`config.mk`:
```
export PLATFORM = sky130hd
export DESIGN_NAME = inrush_profile_seq
export DESIGN_NICKNAME = d
export VERILOG_FILES = /design/src/rtl/inrush_pkg.sv /design/src/rtl/inrush_datapath.sv /design/src/rtl/inrush_control.sv /design/src/rtl/inrush_profile_seq.sv
export SDC_FILE = /design/constraint.sdc
export NUM_CORES = 1
export LEC_CHECK = 0
export ABC_CLOCK_PERIOD_IN_PS = 2900
export BUFFER_PORTS_ARGS = -buffer_cell sky130_fd_sc_hd__buf_2
export CORE_MARGIN = 1
export CORE_UTILIZATION = 53
export DETAILED_ROUTE_END_ITERATION = 10
export GPL_ROUTABILITY_DRIVEN = 1
export PLACE_DENSITY = 0.72
export SYNTH_ARGS = -nofsm -noshare
export SYNTH_HDL_FRONTEND = slang
export SYNTH_SLANG_ARGS = --single-unit
```
`constraint.sdc`:
```
create_clock -name clk -period 2.9 [get_ports clk]
set_input_delay 0 -clock clk [delete_from_list [all_inputs] [get_ports clk]]
set_output_delay 0 -clock clk [all_outputs]
set_load 0.05 [all_outputs]
```
`src/rtl/inrush_pkg.sv`:
```
package inrush_pkg;

  typedef struct packed {
    logic       hiSel;
    logic       coolMode;
    logic [1:0] coolSpd;
    logic [1:0] inSpd;
    logic [1:0] steadySel;
  } prof_cfg_t;

  typedef struct packed {
    logic loadCfg;
    logic clearPre;
    logic useCool;
  } seq_strobe_t;

  localparam logic [2:0] LAST_STAGE = 3'd6;
  localparam logic [2:0] IDLE_CODE  = 3'd7;

  // log2 of units per inrush tick: slow 4, fast 1, medium 2, very slow 8
  function automatic logic [1:0] inrushShift(input logic [1:0] code);
    case (code)
      2'b00:   return 2'd2;
      2'b01:   return 2'd0;
      2'b10:   return 2'd1;
      default: return 2'd3;
    endcase
  endfunction

  // log2 of units per cooling tick: medium 2, slow 4, fast 1, medium 2
  function automatic logic [1:0] coolShift(input logic [1:0] code);
    case (code)
      2'b00:   return 2'd1;
      2'b01:   return 2'd2;
      2'b10:   return 2'd0;
      default: return 2'd1;
    endcase
  endfunction

endpackage

```
`src/rtl/inrush_datapath.sv`:
```
module inrush_datapath
  import inrush_pkg::*;
#(
  parameter int PRE_W = 4
) (
  input  logic              clk,
  input  logic              rst,
  input  seq_strobe_t       stb,
  input  logic [7:0]        cfgIn,
  input  logic [PRE_W-1:0]  preIn,
  input  logic              active,
  input  logic [2:0]        stage,
  output logic              tick,
  output logic              coolMode,
  output logic [2:0]        levelCode,
  output logic [2:0]        stageIdx,
  output logic [1:0]        steadyLvl
);

  localparam int PW = PRE_W + 4;

  prof_cfg_t        cfgReg;
  logic [PRE_W-1:0] preReg;
  logic [PW-1:0]    preCnt;
  logic [PW-1:0]    unitLen;
  logic [PW-1:0]    period;
  logic [1:0]       shiftSel;

  always_ff @(posedge clk) begin
    if (rst) begin
      cfgReg <= '0;
      preReg <= '0;
    end else if (stb.loadCfg) begin
      cfgReg <= prof_cfg_t'(cfgIn);
      preReg <= preIn;
    end
  end

  always_comb begin
    shiftSel = stb.useCool ? coolShift(cfgReg.coolSpd) : inrushShift(cfgReg.inSpd);
    unitLen  = {{(PW-PRE_W){1'b0}}, preReg} + PW'(1);
    period   = unitLen << shiftSel;
    tick     = !stb.clearPre && (preCnt == period - PW'(1));
  end

  always_ff @(posedge clk) begin
    if (rst || stb.clearPre || tick) preCnt <= '0;
    else                             preCnt <= preCnt + PW'(1);
  end

  always_comb begin
    coolMode = cfgReg.coolMode;
    stageIdx = active ? stage : 3'd0;
    if (!active)          levelCode = IDLE_CODE;
    else if (stage == '0) levelCode = cfgReg.hiSel ? 3'd1 : 3'd0;
    else                  levelCode = stage;
    case (cfgReg.steadySel)
      2'b00:   steadyLvl = 2'd1;
      2'b01:   steadyLvl = 2'd2;
      2'b10:   steadyLvl = 2'd3;
      default: steadyLvl = 2'd0;
    endcase
  end

  AST_CFG_FROZEN: assert property (@(posedge clk) disable iff (rst)
    !stb.loadCfg |=> $stable(cfgReg));
  AST_PRE_RESTART: assert property (@(posedge clk) disable iff (rst)
    stb.clearPre |=> (preCnt == '0));

endmodule

```
`src/rtl/inrush_control.sv`:
```
module inrush_control
  import inrush_pkg::*;
#(
  parameter int STAGE_TICKS = 2
) (
  input  logic        clk,
  input  logic        rst,
  input  logic        outEn,
  input  logic        tick,
  input  logic        coolMode,
  output seq_strobe_t stb,
  output logic        active,
  output logic [2:0]  stage
);

  localparam int TW = (STAGE_TICKS > 1) ? $clog2(STAGE_TICKS) : 1;
  localparam logic [TW-1:0] TLAST = TW'(STAGE_TICKS - 1);

  logic [TW-1:0] tickCnt;
  logic [2:0]    coolStage;

  always_comb begin
    stb.loadCfg  = !outEn;
    stb.clearPre = (outEn != active);
    stb.useCool  = !active;
  end

  always_ff @(posedge clk) begin
    if (rst) begin
      active    <= 1'b0;
      stage     <= '0;
      coolStage <= '0;
      tickCnt   <= '0;
    end else if (outEn && !active) begin
      active  <= 1'b1;
      stage   <= coolMode ? coolStage : 3'd0;
      tickCnt <= '0;
    end else if (!outEn && active) begin
      active    <= 1'b0;
      coolStage <= stage;
      tickCnt   <= '0;
    end else if (tick) begin
      if (tickCnt == TLAST) begin
        tickCnt <= '0;
        if (active && stage != LAST_STAGE) stage <= stage + 3'd1;
        if (!active && coolStage != '0)    coolStage <= coolStage - 3'd1;
      end else begin
        tickCnt <= tickCnt + TW'(1);
      end
    end
  end

  AST_HOLD_NO_TICK: assert property (@(posedge clk) disable iff (rst)
    (outEn && active && !tick) |=> $stable(stage));
  AST_MONOTONIC: assert property (@(posedge clk) disable iff (rst)
    (outEn && active) |=> (stage >= $past(stage)));
  AST_COLD_ENTRY: assert property (@(posedge clk) disable iff (rst)
    (outEn && !active && !coolMode) |=> (stage == 3'd0));
  AST_COOL_DECAY: assert property (@(posedge clk) disable iff (rst)
    (!outEn && !active) |=> (coolStage <= $past(coolStage)));

endmodule

```
`src/rtl/inrush_profile_seq.sv`:
```
module inrush_profile_seq
  import inrush_pkg::*;
#(
  parameter int PRE_W       = 4,
  parameter int STAGE_TICKS = 2
) (
  input  logic             clk,
  input  logic             rst,
  input  logic             outEn,
  input  logic [7:0]       cfgIn,
  input  logic [PRE_W-1:0] preIn,
  output logic [2:0]       levelCode,
  output logic [2:0]       stageIdx,
  output logic [1:0]       steadyLvl
);

  seq_strobe_t stb;
  logic        tick;
  logic        coolMode;
  logic        active;
  logic [2:0]  stage;

  inrush_control #(.STAGE_TICKS(STAGE_TICKS)) u_ctrl (
    .clk(clk), .rst(rst), .outEn(outEn), .tick(tick), .coolMode(coolMode),
    .stb(stb), .active(active), .stage(stage)
  );

  inrush_datapath #(.PRE_W(PRE_W)) u_dp (
    .clk(clk), .rst(rst), .stb(stb), .cfgIn(cfgIn), .preIn(preIn),
    .active(active), .stage(stage), .tick(tick), .coolMode(coolMode),
    .levelCode(levelCode), .stageIdx(stageIdx), .steadyLvl(steadyLvl)
  );

endmodule

```
* After elaboration in Yosys (flattened, before gate mapping)
Index checks and enable logic that the tools add are counted.
Word-level totals: register bits after elaboration 28, input port bits 15
Cells by class: add/sub/neg operators 6, equal/unequal tests 10, shift operators 1, multiplexer cells 21, bitwise gates (word level) 1, reductions and logical operators 24
Operator list (number):
- 3-bit 2-to-1 mux | 13
- 2-bit nonzero test | 7
- 2-bit case mux with 3 select lines | 2
- 8-bit by 1-bit adder with 8-bit output, second input constant | 1
- 8-bit equality test | 1
- 4-bit AND reduction | 2
- 8-bit by 2-bit << shifter with 8-bit output | 1
- 8-bit by 1-bit subtractor with 8-bit output, second input constant | 1
- 2-bit by 1-bit equality test with 1-bit output, second input constant | 3
- 2-bit equality test, second input constant | 3
- 4-bit by 1-bit adder with 5-bit output, second input constant | 1
- 1-bit logical AND | 5
- 2-bit logical NOT | 2
- 1-bit 2-to-1 mux | 4
- 2-bit case mux with 2 select lines | 1
- 3-bit by 1-bit adder with 3-bit output, second input constant | 1
- 1-bit logical NOT | 3
- 3-bit logical NOT | 1
- 3-bit != test, second input constant | 1
- 3-bit nonzero test | 1
- 3-bit OR reduction | 1
- 3-bit by 1-bit subtractor with 3-bit output, second input constant | 1
- 1-bit logical OR | 2
- 2-bit 2-to-1 mux | 1
- 4 further kinds | 4

* Logic depth before layout (Yosys ltp)
depth after elaboration 10, mapped depth 16

* By module
A second synthesis with hierarchy kept.
Unflattened totals: cells, all modules 226, area total of the unflattened synthesis 2031.9 µm²
By module, submodules not included:
- inrush_datapath | times used 1, cells each 164, area an instance 1480.2 µm², seq. area each 400.4 µm²
- inrush_control | times used 1, cells each 62, area an instance 551.8 µm², seq. area each 160.2 µm²

* Least setup slack after synthesis
No wires, ideal clock.
path kind flip-flop to flip-flop, start reg u_dp.cfgReg[2] (netlist name), end reg u_ctrl.coolStage[1], arrival time 3142 ps, data required time 2813 ps, path slack -329 ps, cell stages (with the launch flop) 12, clock period less this slack 3229 ps, cell sequence dfxtp_1 -> inv_1 -> ha_1 -> or3b_4 -> nand2_4 -> mux4_2 -> a2111oi_4 -> o211ai_1 -> a211oi_2 -> a31oi_1 -> or4_1 -> o31ai_1
Between the ends: longest elaborated chain between the ends 9
Ends and longest elaborated chain:
- start: declaration | line inrush_datapath.sv:22 | prof_cfg_t cfgReg;
- start signal: assignment | line inrush_datapath.sv:34 | cfgReg <= prof_cfg_t'(cfgIn);
- 2-bit equality test (tied with other cells) | line inrush_pkg.sv:22 | case (code)
- 2-bit case mux with 3 select lines * | line inrush_pkg.sv:22
- 2-bit 2-to-1 mux * | line inrush_datapath.sv:40 | shiftSel = stb.useCool ? coolShift(cfgReg.coolSpd) : inrushShift(cfgReg.inSpd);
- 8-bit by 2-bit << shifter with 8-bit output * | line inrush_datapath.sv:42 | period = unitLen << shiftSel;
- 8-bit by 1-bit subtractor with 8-bit output * | line inrush_datapath.sv:43 | tick = !stb.clearPre && (preCnt == period - PW'(1));
- 8-bit equality test * | line inrush_datapath.sv:43
- 1-bit logical AND * | line inrush_datapath.sv:43
- 2-bit nonzero test (no source line) *
- 4-bit AND reduction (no source line) *
- end signal: assignment | line inrush_control.sv:40 | coolStage <= stage;
- end signal: assignment | line inrush_control.sv:46 | if (!active && coolStage != '0) coolStage <= coolStage - 3'd1;
- end: declaration | line inrush_control.sv:20 | logic [2:0] coolStage;
Every way passes the cells marked *; elsewhere a longest branch is shown, timed or not. A chain may end at the register's enable or synchronous reset.

* Worst setup path after layout
start reg u_dp.cfgReg[2] (netlist name), end reg u_ctrl.coolStage[2]
The elaborated chain is that of the path after synthesis.

==> impl_metrics.env <==
export IMPL_maxSlewViolCount=0
export IMPL_synth_area_leader_cell="dfxtp_1"
export IMPL_synth_top_area_share_pct=25.78
export IMPL_syn_to_final_growth_pct=28.48
export IMPL_io_buffers=22
export IMPL_cts_tree="done"
export IMPL_synth_cell_types=56
export IMPL_drt_iter0_markers=177
export IMPL_nNetsFinal=355
export IMPL_grt_pass1_wl_um=9066
export IMPL_yosys_warnings=0
export IMPL_grt_pass1_vias=2049
export IMPL_routedWlPerCell_um=14.03
export IMPL_multi_input_area_um2=1534
export IMPL_ios=23
export IMPL_clk_latency_ns=0.27
export IMPL_fin_crit_sh_pct=106.1
export IMPL_setup_viol=15
export IMPL_violations="negative setup slack"
export IMPL_antenna_cells=0
export IMPL_netlist_instances=260
export IMPL_fin_crit_ns=3.077
export IMPL_setup_worst_path_start_class="register"
export IMPL_crit_fanout=5
export IMPL_synth_edf_count=0
export IMPL_yosysSeqAreaShare_pct=25.78
export IMPL_worstMarginPinSlew_ns=0.5403
export IMPL_ant_nets=0
export IMPL_fp_coreArea_um2=3799
export IMPL_overflow=0
export IMPL_row_count=22
export IMPL_die_w_um=66.06
export IMPL_synthFlopType="dfxtp_1"
export IMPL_grt_max_degree=27
export IMPL_rsz0062_at_grt="true"
export IMPL_first_pass_iters=4
export IMPL_drive_gt1_share_pct=24.92
export IMPL_die_h_um=66.06
export IMPL_num_fill_cells=291
export IMPL_grt_util_all_layers_pct=26.76
export IMPL_cts_buffers=3
export IMPL_die_area_um2=4363
export IMPL_htreeDepth=1
export IMPL_clock_fmax_ghz=0.3250
export IMPL_vias=2087
export IMPL_crit_required_ns=3.08
export IMPL_outcome="finished with violations"
export IMPL_clk_pin_slew_ns=0.09
export IMPL_vdd_drop_max_mv=0.2572
export IMPL_placed_cell_area_um2=2551
export IMPL_drc=0
export IMPL_min_path_type="primary input to register"
export IMPL_power_density_nw_per_um2=389.3
export IMPL_worst_setup_path_end_kind="register"
export IMPL_avgViaCountPerCell=5.656
export IMPL_final_cell_area_um2=2794
export IMPL_crit_type="register to register"
export IMPL_cts_buffer_depth=2
export IMPL_worstPathArrival_ns=3.26
export IMPL_cts_root_buf="clkbuf_8"
export IMPL_leakagePower_nw=1.191
export IMPL_initial_core_util_pct=57.25
export IMPL_synth_seq_cells=28
export IMPL_wirelength_um=5176
export IMPL_maxCapViolCount=0
export IMPL_syn_num_nets=292
export IMPL_syn_area_um2=2175
export IMPL_synth_area_top_cells="dfxtp_1, ha_1, mux2i_1"
export IMPL_antenna_found_initial=0
export IMPL_skew_ns=0.001998
export IMPL_seqCellArea_um2=561.8
export IMPL_async_flop_share_pct=0
export IMPL_layout_common_cells="nor2_1, buf_4, dfxtp_1, buf_2, mux2i_1"
export IMPL_maxSlewHeadroom_pct=63.82
export IMPL_hpwl_um=3837
export IMPL_cts_sinks=28
export IMPL_p_total_mw=1.088
export IMPL_fin_ws_ns=-0.1771
export IMPL_place_congestion=0.9067
export IMPL_syn_area_per_cell_um2=8.364
export IMPL_whs_ns=0.1591
export IMPL_hold_viol=0
[worst paths after layout]
| kind | start | end | slack [ns] | cells past startpoint |
|---|---|---|---|---|
| worst min register to register | u_dp.preCnt[0]$_SDFF_PP0_ | u_dp.preCnt[0]$_SDFF_PP0_ | 0.49 | 1 |
| worst min-delay path | rst | u_dp.cfgReg[2]$_SDFFE_PP0N_ | 0.16 | 2 |
| worst max-delay path | u_dp.cfgReg[2]$_SDFFE_PP0N_ | u_ctrl.coolStage[2]$_SDFFE_PP0P_ | -0.18 | 11 |
| worst max register to register | u_dp.cfgReg[2]$_SDFFE_PP0N_ | u_ctrl.coolStage[2]$_SDFFE_PP0P_ | -0.18 | 11 |
[critical path: stages (launching register included)]
cell       delay, ns
dfxtp_2         0.36
inv_2           0.05
ha_4            0.15
or3b_4          0.41
nand2_4         0.09
mux4_2          0.54
a2111oi_4       0.22
o211ai_1        0.16
a211oi_2        0.35
a31oi_1         0.17
or4_1           0.41
o31ai_1         0.08
[power breakdown]
| group | internal [mW] | switching [mW] | total, mW |
|---|---|---|---|
| sequential | 0.403 | 0.0190 | 0.422 |
| clock | 0.0931 | 0.111 | 0.204 |
| combinational | 0.220 | 0.242 | 0.462 |
| total | 0.716 | 0.371 | 1.09 |
[cells by family after synthesis]
group	share of synthesized area, %
buf+inv	5.927
simple gates	22.67
xor+xnor	9.551
flops	25.78
fa+ha+maj	9.781
mux	10.01
compound gates	16.28
[flip-flops by register name, indices dropped and copies added, names as in the netlist]
| name | cells |
|---|---|
| u_dp.coolMode | 1 |
| u_ctrl.tickCnt | 1 |
| u_ctrl.stage | 3 |
| u_dp.preReg | 4 |
| u_dp.preCnt | 8 |
| u_ctrl.coolStage | 3 |
| u_ctrl.active | 1 |
| u_dp.cfgReg | 7 |
[cell usage after synthesis, types with 2 or more instances]
master and instances:
a211oi_1 2, mux2i_1 17, nor4_1 6, o211ai_1 3, and2_1 2, buf_1 2, dfxtp_1 28, clkbuf_1 7
o21ai_1 2, nor3_1 4, a31oi_1 6, o21ai_0 7, or4_1 2, buf_6 2, nand2_1 15, nand3_1 12
a21oi_1 11, xor2_1 7, and3_1 3, nand2b_1 3, inv_1 16, nand4_1 2, nand3b_1 3, o2111ai_1 4
ha_1 17, o31ai_1 2, xnor2_1 11, nor2_1 36
[cell type report]
cell class,instances,area share (%)
multi-input combinational,203,54.90
tap,48,2.150
sequential,28,20.11
clock buffer,3,1.478
timing repair buffer,71,19.21
inverter,16,2.150
[through the flow]
stage               setup slack [ns]  utilization [%]  cells  setup TNS (ns)
floorplan                   -0.08950                -    260         -0.1790
global placement             -0.1501            67.16    347          -1.306
detailed placement           -0.2706            67.16    347          -2.923
CTS                          -0.1779            73.35    368          -1.283
global route                 -0.3862            73.55    369          -3.889
finish                       -0.1771            73.55    369          -1.174
[what timing repair did]
item	in CTS	in global routing
resized for setup	5	1
endpoints found under the hold margin	12	0
hold buffers	12	0
pin swaps	11	3
buffers inserted	6	1
setup endpoints to repair	15	15
[per-layer routing]
metal / global-route usage [%] / part of all wire (%)
met2: 44.77 / 47
met3: 3.621 / 4.3
met1: 34.21 / 46
met5: 0 / 0
met4: 11.17 / 2.6
Power figures use the tool's default switching activity.
